<file path="config.mk">
export PLATFORM = sky130hd
export DESIGN_NAME = can_destuffer
export DESIGN_NICKNAME = d
export VERILOG_FILES = /design/src/rtl/can_dstf_pkg.sv /design/src/rtl/can_dstf_hist.sv /design/src/rtl/can_dstf_class.sv /design/src/rtl/can_dstf_count.sv /design/src/rtl/can_destuffer.sv
export SDC_FILE = /design/constraint.sdc
export NUM_CORES = 1
export LEC_CHECK = 0
export ABC_AREA = 1
export BUFFER_PORTS_ARGS = -buffer_cell sky130_fd_sc_hd__buf_2
export CAP_MARGIN = 20
export CORE_MARGIN = 10
export CORE_UTILIZATION = 28
export CTS_CLUSTER_DIAMETER = 80
export DETAILED_ROUTE_END_ITERATION = 16
export PLACE_DENSITY = 0.55
export SLEW_MARGIN = 10
export SYNTH_ARGS = -nofsm -noshare
export SYNTH_HDL_FRONTEND = slang
export SYNTH_HIERARCHICAL = 1
export SYNTH_SLANG_ARGS = --single-unit
</file>
<file path="constraint.sdc">
create_clock -name clk -period 1.9 [get_ports clk]
set_input_delay 0.285 -clock clk [delete_from_list [all_inputs] [get_ports clk]]
set_output_delay 0.285 -clock clk [all_outputs]
set_load 0.01 [all_outputs]
</file>
<file path="src/rtl/can_dstf_pkg.sv">
package can_dstf_pkg;

  // Frame bits from the last data bit up to and including the CRC sequence
  localparam int unsigned CRC_SPAN = 16;

  // Destuffing is active while the incoming frame position is below last+CRC_SPAN
  function automatic logic window_open(input int unsigned pos,
                                       input int unsigned last_idx,
                                       input logic        last_known);
    return !last_known || (pos < last_idx + CRC_SPAN);
  endfunction

  // All bits of a run history equal
  function automatic logic run_uniform(input logic [31:0] h, input int unsigned n);
    logic [31:0] msk;
    msk = (32'd1 << n) - 32'd1;
    return ((h & msk) == 32'd0) || ((h & msk) == msk);
  endfunction

endpackage

</file>
<file path="src/rtl/can_dstf_hist.sv">
module can_dstf_hist #(
  parameter int unsigned RUN_LEN = 5
) (
  input  logic               clk,
  input  logic               rst_n,
  input  logic               clr,
  input  logic               shift,
  input  logic               bit_in,
  output logic [RUN_LEN-1:0] hist,
  output logic               full
);
  localparam int unsigned FW = $clog2(RUN_LEN + 1);
  localparam logic [FW-1:0] FULL_CNT = FW'(RUN_LEN);

  logic [FW-1:0] fill;

  always_ff @(posedge clk or negedge rst_n) begin
    if (!rst_n) begin
      hist <= '0;
      fill <= '0;
    end else if (clr) begin
      hist <= '0;
      fill <= '0;
    end else if (shift) begin
      hist <= {hist[RUN_LEN-2:0], bit_in};
      if (fill != FULL_CNT) fill <= fill + 1'b1;
    end
  end

  assign full = (fill == FULL_CNT);
endmodule

</file>
<file path="src/rtl/can_dstf_class.sv">
module can_dstf_class #(
  parameter int unsigned RUN_LEN = 5
) (
  input  logic               en,
  input  logic               full,
  input  logic [RUN_LEN-1:0] hist,
  input  logic               bit_in,
  output logic               stuff_hit,
  output logic               six_hit
);
  logic uniform;

  always_comb begin
    uniform   = can_dstf_pkg::run_uniform(32'(hist), RUN_LEN);
    stuff_hit = en && full && uniform && (bit_in != hist[0]);
    six_hit   = en && full && uniform && (bit_in == hist[0]);
  end
endmodule

</file>
<file path="src/rtl/can_dstf_count.sv">
module can_dstf_count #(
  parameter int unsigned IDX_W = 8
) (
  input  logic             clk,
  input  logic             rst_n,
  input  logic             clr,
  input  logic             adv,
  input  logic             lim_known,
  input  logic [IDX_W-1:0] lim_idx,
  output logic [IDX_W-1:0] pos,
  output logic             win_open
);
  localparam logic [IDX_W-1:0] POS_MAX = '1;

  always_ff @(posedge clk or negedge rst_n) begin
    if (!rst_n)                        pos <= '0;
    else if (clr)                      pos <= '0;
    else if (adv && pos != POS_MAX)    pos <= pos + 1'b1;
  end

  assign win_open = can_dstf_pkg::window_open(32'(pos), 32'(lim_idx), lim_known);
endmodule

</file>
<file path="src/rtl/can_destuffer.sv">
module can_destuffer #(
  parameter int unsigned IDX_W   = 8,
  parameter int unsigned RUN_LEN = 5
) (
  input  logic             clk,
  input  logic             rst_n,
  input  logic             clr,
  input  logic             in_valid,
  input  logic             in_bit,
  input  logic             lim_known,
  input  logic [IDX_W-1:0] lim_idx,
  output logic             out_valid,
  output logic             out_bit,
  output logic [IDX_W-1:0] out_idx,
  output logic             stuff_seen,
  output logic             stuff_error
);
  logic               accept;
  logic               fwd_fire;
  logic               win_open;
  logic               stuff_hit;
  logic               six_hit;
  logic               hist_full;
  logic [RUN_LEN-1:0] hist;
  logic [IDX_W-1:0]   pos;

  assign accept   = in_valid && !clr;
  assign fwd_fire = accept && !stuff_hit;

  can_dstf_hist #(.RUN_LEN(RUN_LEN)) u_hist (
    .clk(clk), .rst_n(rst_n), .clr(clr), .shift(accept), .bit_in(in_bit),
    .hist(hist), .full(hist_full)
  );

  can_dstf_class #(.RUN_LEN(RUN_LEN)) u_class (
    .en(win_open), .full(hist_full), .hist(hist), .bit_in(in_bit),
    .stuff_hit(stuff_hit), .six_hit(six_hit)
  );

  can_dstf_count #(.IDX_W(IDX_W)) u_count (
    .clk(clk), .rst_n(rst_n), .clr(clr), .adv(fwd_fire),
    .lim_known(lim_known), .lim_idx(lim_idx), .pos(pos), .win_open(win_open)
  );

  always_ff @(posedge clk or negedge rst_n) begin
    if (!rst_n) begin
      out_valid   <= 1'b0;
      out_bit     <= 1'b0;
      out_idx     <= '0;
      stuff_seen  <= 1'b0;
      stuff_error <= 1'b0;
    end else begin
      out_valid   <= fwd_fire;
      stuff_seen  <= accept && stuff_hit;
      stuff_error <= accept && six_hit;
      if (fwd_fire) begin
        out_bit <= in_bit;
        out_idx <= pos;
      end
    end
  end
endmodule

</file>
[Word level (Yosys, flattened, before mapping)]
Cells that the tools add are included.
Word-level totals
  bits in registers: 28
  output and inout bits: 12
  logic and storage cells: 44
Cells by class
  add/sub/neg operators: 3
  $lt $le $gt $ge: 1
  equality and inequality tests: 6
  multiplexer cells: 7
  reductions and logical operators: 19
Operator list (number)
  $logic_not A32 Y1: 1
  $lt A8 B32 Y1: 1
  $mux W8: 2
  $mux W5: 2
  $add A8 B5 Y9 const B: 1
  $logic_and A1 B1 Y1: 9
  $mux W3: 3
  $add A8 B1 Y8 const B: 1
  $ne A8 B8 Y1 const B: 1
  $reduce_bool A2 Y1: 3
  $eq A5 B5 Y1 const B: 1
  $add A3 B1 Y3 const B: 1
  $eq A3 B3 Y1 const B: 1
  $logic_not A1 Y1: 3
  $ne A3 B3 Y1 const B: 1
  $logic_or A1 B1 Y1: 2
  $reduce_and A2 Y1: 1
  $eq A1 B1 Y1: 1
  $ne A1 B1 Y1: 1

[Logic depth before layout (Yosys ltp)]
  depth in word-level cells: 11
  gate-level depth with buffers: 21
  depth with buffers taken out: 21

[Modules after synthesis]
The synthesis kept the hierarchy.
By module, submodules not included
  can_dstf_count: instances 1, cells each 108, area an instance 729.4 um^2, seq. area each 200.2 um^2
  can_destuffer: instances 1, cells each 51, area an instance 489.2 um^2, seq. area each 300.3 um^2
  can_dstf_hist: instances 1, cells each 50, area an instance 384.1 um^2, seq. area each 200.2 um^2
  can_dstf_class: instances 1, cells each 15, area an instance 63.8 um^2, seq. area each 0.0 um^2

[Least setup slack after synthesis]
OpenSTA, ideal clock, no wires.
  kind: in2reg
  from: input lim_idx[4]
  to: register u_count.pos[4]
  setup time: 119 ps
  data arrival time: 2134 ps
  data required time: 1781 ps
  path slack: -353 ps
  cell stages on the path: 20
  path buffers: 0
  cells stage by stage: ha_1 -> xnor2_1 -> ha_1 -> nand2_1 -> nor2_1 -> nor3_1 -> nand2_1 -> nand2_1 -> nand2_1 -> inv_1 -> nand3_1 -> nor2_1 -> inv_1 -> nand3_2 -> inv_1 -> inv_1 -> nor3_1 -> nand3_1 -> nand2_1 -> nor2_1
Between the ends
  longest elaborated chain between the ends: 10
Ends and longest elaborated chain
  from (decl): RTL line can_destuffer.sv:11  | input logic [IDX_W-1:0] lim_idx,
  $add A8 B5 Y9: RTL line can_dstf_pkg.sv:10  | return !last_known || (pos < last_idx + CRC_SPAN);
  $lt A8 B32 Y1: RTL line can_dstf_pkg.sv:10
  $logic_or A1 B1 Y1: RTL line can_dstf_pkg.sv:10
  via win_open: RTL line can_destuffer.sv:20  | logic win_open;
  $logic_and A1 B1 Y1 (3 in series): RTL line can_dstf_class.sv:15  | stuff_hit = en && full && uniform && (bit_in != hist[0]);
  via stuff_hit: RTL line can_destuffer.sv:21  | logic stuff_hit;
  $logic_not A1 Y1: RTL line can_destuffer.sv:28  | assign fwd_fire = accept && !stuff_hit;
  $logic_and A1 B1 Y1: RTL line can_destuffer.sv:28
  via fwd_fire: RTL line can_destuffer.sv:19  | logic fwd_fire;
  $logic_and A1 B1 Y1: RTL line can_dstf_count.sv:18  | else if (adv && pos != POS_MAX) pos <= pos + 1'b1;
  $reduce_bool A2 Y1 (no source line)
  to (signal assigned): RTL line can_dstf_count.sv:18
  to (decl): RTL line can_dstf_count.sv:10  | output logic [IDX_W-1:0] pos,
The timed path passes the listed nets, and every way through them passes these cells.
A chain may end at the register's enable or synchronous reset.

[Final worst setup path]
  from: register u_count.pos[3]
  to: register out_idx[6]
Between the ends
  longest elaborated chain between the ends: 7
Ends and longest elaborated chain
  $lt A8 B32 Y1: RTL line can_dstf_pkg.sv:10
  $logic_or A1 B1 Y1: RTL line can_dstf_pkg.sv:10
  via win_open: RTL line can_destuffer.sv:20
  $logic_and A1 B1 Y1 (3 in series): RTL line can_dstf_class.sv:15
  via stuff_hit: RTL line can_destuffer.sv:21
  $logic_not A1 Y1: RTL line can_destuffer.sv:28
  $logic_and A1 B1 Y1: RTL line can_destuffer.sv:28
  to (signal assigned): RTL line can_destuffer.sv:58  | out_idx <= pos;
  to (decl): RTL line can_destuffer.sv:14  | output logic [IDX_W-1:0] out_idx,
The timed path passes the listed nets, and every way through them passes these cells.

==> run_results.csv <==
group,metric,value,unit
setup_path,critPathMaxFanout,5,
synthesis,yosysSeqAreaShare,42.04,%
drt,postRouteAntennaNets,0,
clock_network,cts_tree,"done",
sta,layout_setup_ws,-0.1422,ns
clock_network,htreeDepth,1,
power_and_ir_drop,p_int,0.8677,mW
power_and_ir_drop,power_frac_seq,52.6,%
synthesis,syn_area,1667,µm²
floorplanning,floorplan.rows,28,
placed_design,port_buffers,25,
floorplanning,die_area,9438,µm²
power_and_ir_drop,pwr-share-comb,15.4,%
sta,worstMarginPinSlew,0.6432,ns
sta,hold_violations,0,
finish,layout-drive-gt1-share,32.22,%
synthesis,synth_cells,224,
grt,grt_pass1_vias,1538,
synthesis,synth-seq-cells,28,
drt,first_pass_iters,4,
finish,area_delta_synth_final,34.23,%
clock_network,ctsHoldBuffers,0,
clock_network,numCtsBuffers,3,
sta,min_period,2.042,ns
power_and_ir_drop,clkPwrFrac,32.0,%
drt,route.detailed.drc,0,
finish,diodes,0,
synthesis,synth.distinct_cells,22,
power_and_ir_drop,switching_share,26.13,%
sta,setup_violations,17,
floorplanning,die_h,97.15,µm
placed_design,place_hpwl,3.087,mm
clock_network,insertion_delay,0.28,ns
grt,grt_usage,8.794,%
drt,vias,1509,
sta,slew_viol_final,0,
run_status,outcome,"finished with violations",
drt,wl_per_cell,11.93,µm
clock_network,cts_root_buf,"clkbuf_8",
placed_design,gp_congestion,0.8591,
sta,grt_setup_unrepaired,"yes",
synthesis,yosys_warnings,6,
drt,drt_iter0_markers,23,
power_and_ir_drop,powerDensity,525.1,nW/µm²
sta,fin_worst_skew,0.006555,ns
grt,overflow,0,
floorplanning,core_area,5851,µm²
placed_design,placed_cells,335,
sta,finalCritPeriodShare,107.5,%
finish,nNetsFinal,296,
floorplanning,ioPinCount,26,
setup_path,cp.required,2.07,ns
clock_network,cts.path.max_buffers,2,
drt,vias_per_cell,4.374,
setup_path,crit_type,"reg -> reg",
sta,fmax,489.7,MHz
drt,routed_wirelength,4.115,mm
synthesis,syn_area_per_cell,7.440,µm²
grt,grt_pass1_wl,7.120,mm
grt,grt_antenna_before_repair,0,
setup_path,endpoint_kind,"register",
finish,final_common_cell,"nand2_1",
grt,grt_start_max_net_pins,29,
floorplanning,initial_core_util,28.49,%
power_and_ir_drop,p_total,1.175,mW
power_and_ir_drop,cellLeakagePower,1.224,nW
run_status,violations,"negative setup slack",
floorplanning,dieWidth,97.15,µm
min_path,hp-class,"in -> async",
clock_network,clock-sinks,28,
finish,stdcell_count,345,
synthesis,synth_nets,249,
setup_path,arrival,2.21,ns
clock_network,clk_pin_slew_worst_paths,0.10,ns
power_and_ir_drop,p_switching,0.3070,mW
flow_run,max-cap-violations,0,
setup_path,cp-start-kind,"register",
finish,fill_cells,624,
power_and_ir_drop,ir_drop,0.0002943,V
sta,max_slew_margin,57.12,%
finish,layout_common_cells,"nand2_1 (79), dfrtp_1 (28), inv_1 (24), buf_2 (24), buf_4 (16)",
cells in the mapped netlist (all sizes together):
master | n | share of area, %
nand2 | 89 | 21
inv | 30 | 6.8
dfrtp | 28 | 42
nor2 | 21 | 5.8
nand3 | 14 | 4.5
ha | 11 | 8.3
nand4 | 10 | 3.8
a21oi | 7 | 2.1
buf | 3 | 1.4
nor3 | 3 | 0.90
o21ai | 3 | 0.90
xnor2 | 2 | 1.1
clkinv | 1 | 0.53
o211ai | 1 | 0.45
xor2 | 1 | 0.53
registers in the layout (all words and copies together), names as in the netlist:
name and count:
out_bit 1, out_idx 8, out_valid 1, stuff_error 1, stuff_seen 1, u_count/pos 8, u_hist/fill 3, u_hist/hist 5
cells by family (layout without fill, tap and decap cells):
logic type / count (synthesis) / after routing / synth area share, %
compound gates: 11 / 11 / 3.453
simple gates: 137 / 137 / 36.04
fa+ha+maj: 11 / 11 / 8.258
buf+inv: 34 / 80 / 8.633
xor+xnor: 3 / 3 / 1.577
flops: 28 / 28 / 42.04
what timing repair did:
action | CTS | global route
cloned | 2 | 0
setup buffers | 3 | 2
pin swaps | 17 | 10
gates resized for setup | 17 | 14
endpoints found under the setup margin | 19 | 19
power by group through the flow:
stage          Sequential [mW]  Combinational (mW)  Clock [mW]
2_1_floorplan            0.634              0.0833           0
3_3_place_gp             0.630               0.156           0
3_5_place_dp             0.630               0.158           0
4_1_cts                  0.619               0.172       0.396
5_1_grt                  0.620               0.208       0.415
6_report                 0.618               0.180       0.376
routing by layer:
metal	GRT usage, %	vias up	share of wire, %
met5	0	-	0
met2	15.38	28	52
met3	2.205	4	3.7
li1	-	793	-
met4	2.384	0	1.0
met1	10.33	684	43
metrics by stage:
stage	hold slack [ns]	cell area [µm²]	worst slack, ns	util [%]	setup TNS (ns)
finish	0.02032	2237	-0.1422	38.24	-1.918
global route	0.07694	2237	-0.3404	38.24	-5.402
CTS	0.03820	2171	-0.1164	37.10	-1.455
detailed placement	0.3540	2013	-0.4572	34.41	-7.112
global placement	0.3603	2013	-0.4209	34.41	-6.571
floorplan	-0.01059	1712	-0.1931	-	-1.565
final timing paths:
check                           depth (start not counted)  slack [ns]        endpoint      startpoint
worst min-delay path                                    1        0.02      out_idx[4]           rst_n
max in group asynchronous                               1        1.47         out_bit           rst_n
worst max-delay path                                   19       -0.14      out_idx[6]  u_count/pos[3]
worst min register to register                          2        0.48      out_idx[2]      out_idx[2]
worst max register to register                         19       -0.14      out_idx[6]  u_count/pos[3]
min in group clk                                        3        0.25  u_hist/hist[0]          in_bit
critical path: stages, from the launching register on:
cell     delay [ns]
dfrtp_1        0.43
ha_4           0.30
nand2_4        0.04
inv_2          0.04
nand2_2        0.04
nand2_2        0.07
nand2_1        0.05
nand2_1        0.06
nand2_1        0.05
nand2_1        0.06
inv_1          0.04
nand3_2        0.08
nor2_2         0.04
inv_2          0.08
nand3_4        0.08
buf_4          0.15
buf_6          0.11
buf_6          0.12
nand2_1        0.05
nand2_1        0.05
layout make-up:
class	count	area, µm²	area share, %
Multi-Input combinational cell	162	964.7	43.12
Sequential cell	28	700.7	31.32
Timing Repair Buffer	45	296.5	13.25
Inverter	31	126.4	5.649
Tap cell	75	93.84	4.195
Clock buffer	4	55.05	2.461
Note: power is estimated with default switching activity, not from simulation.
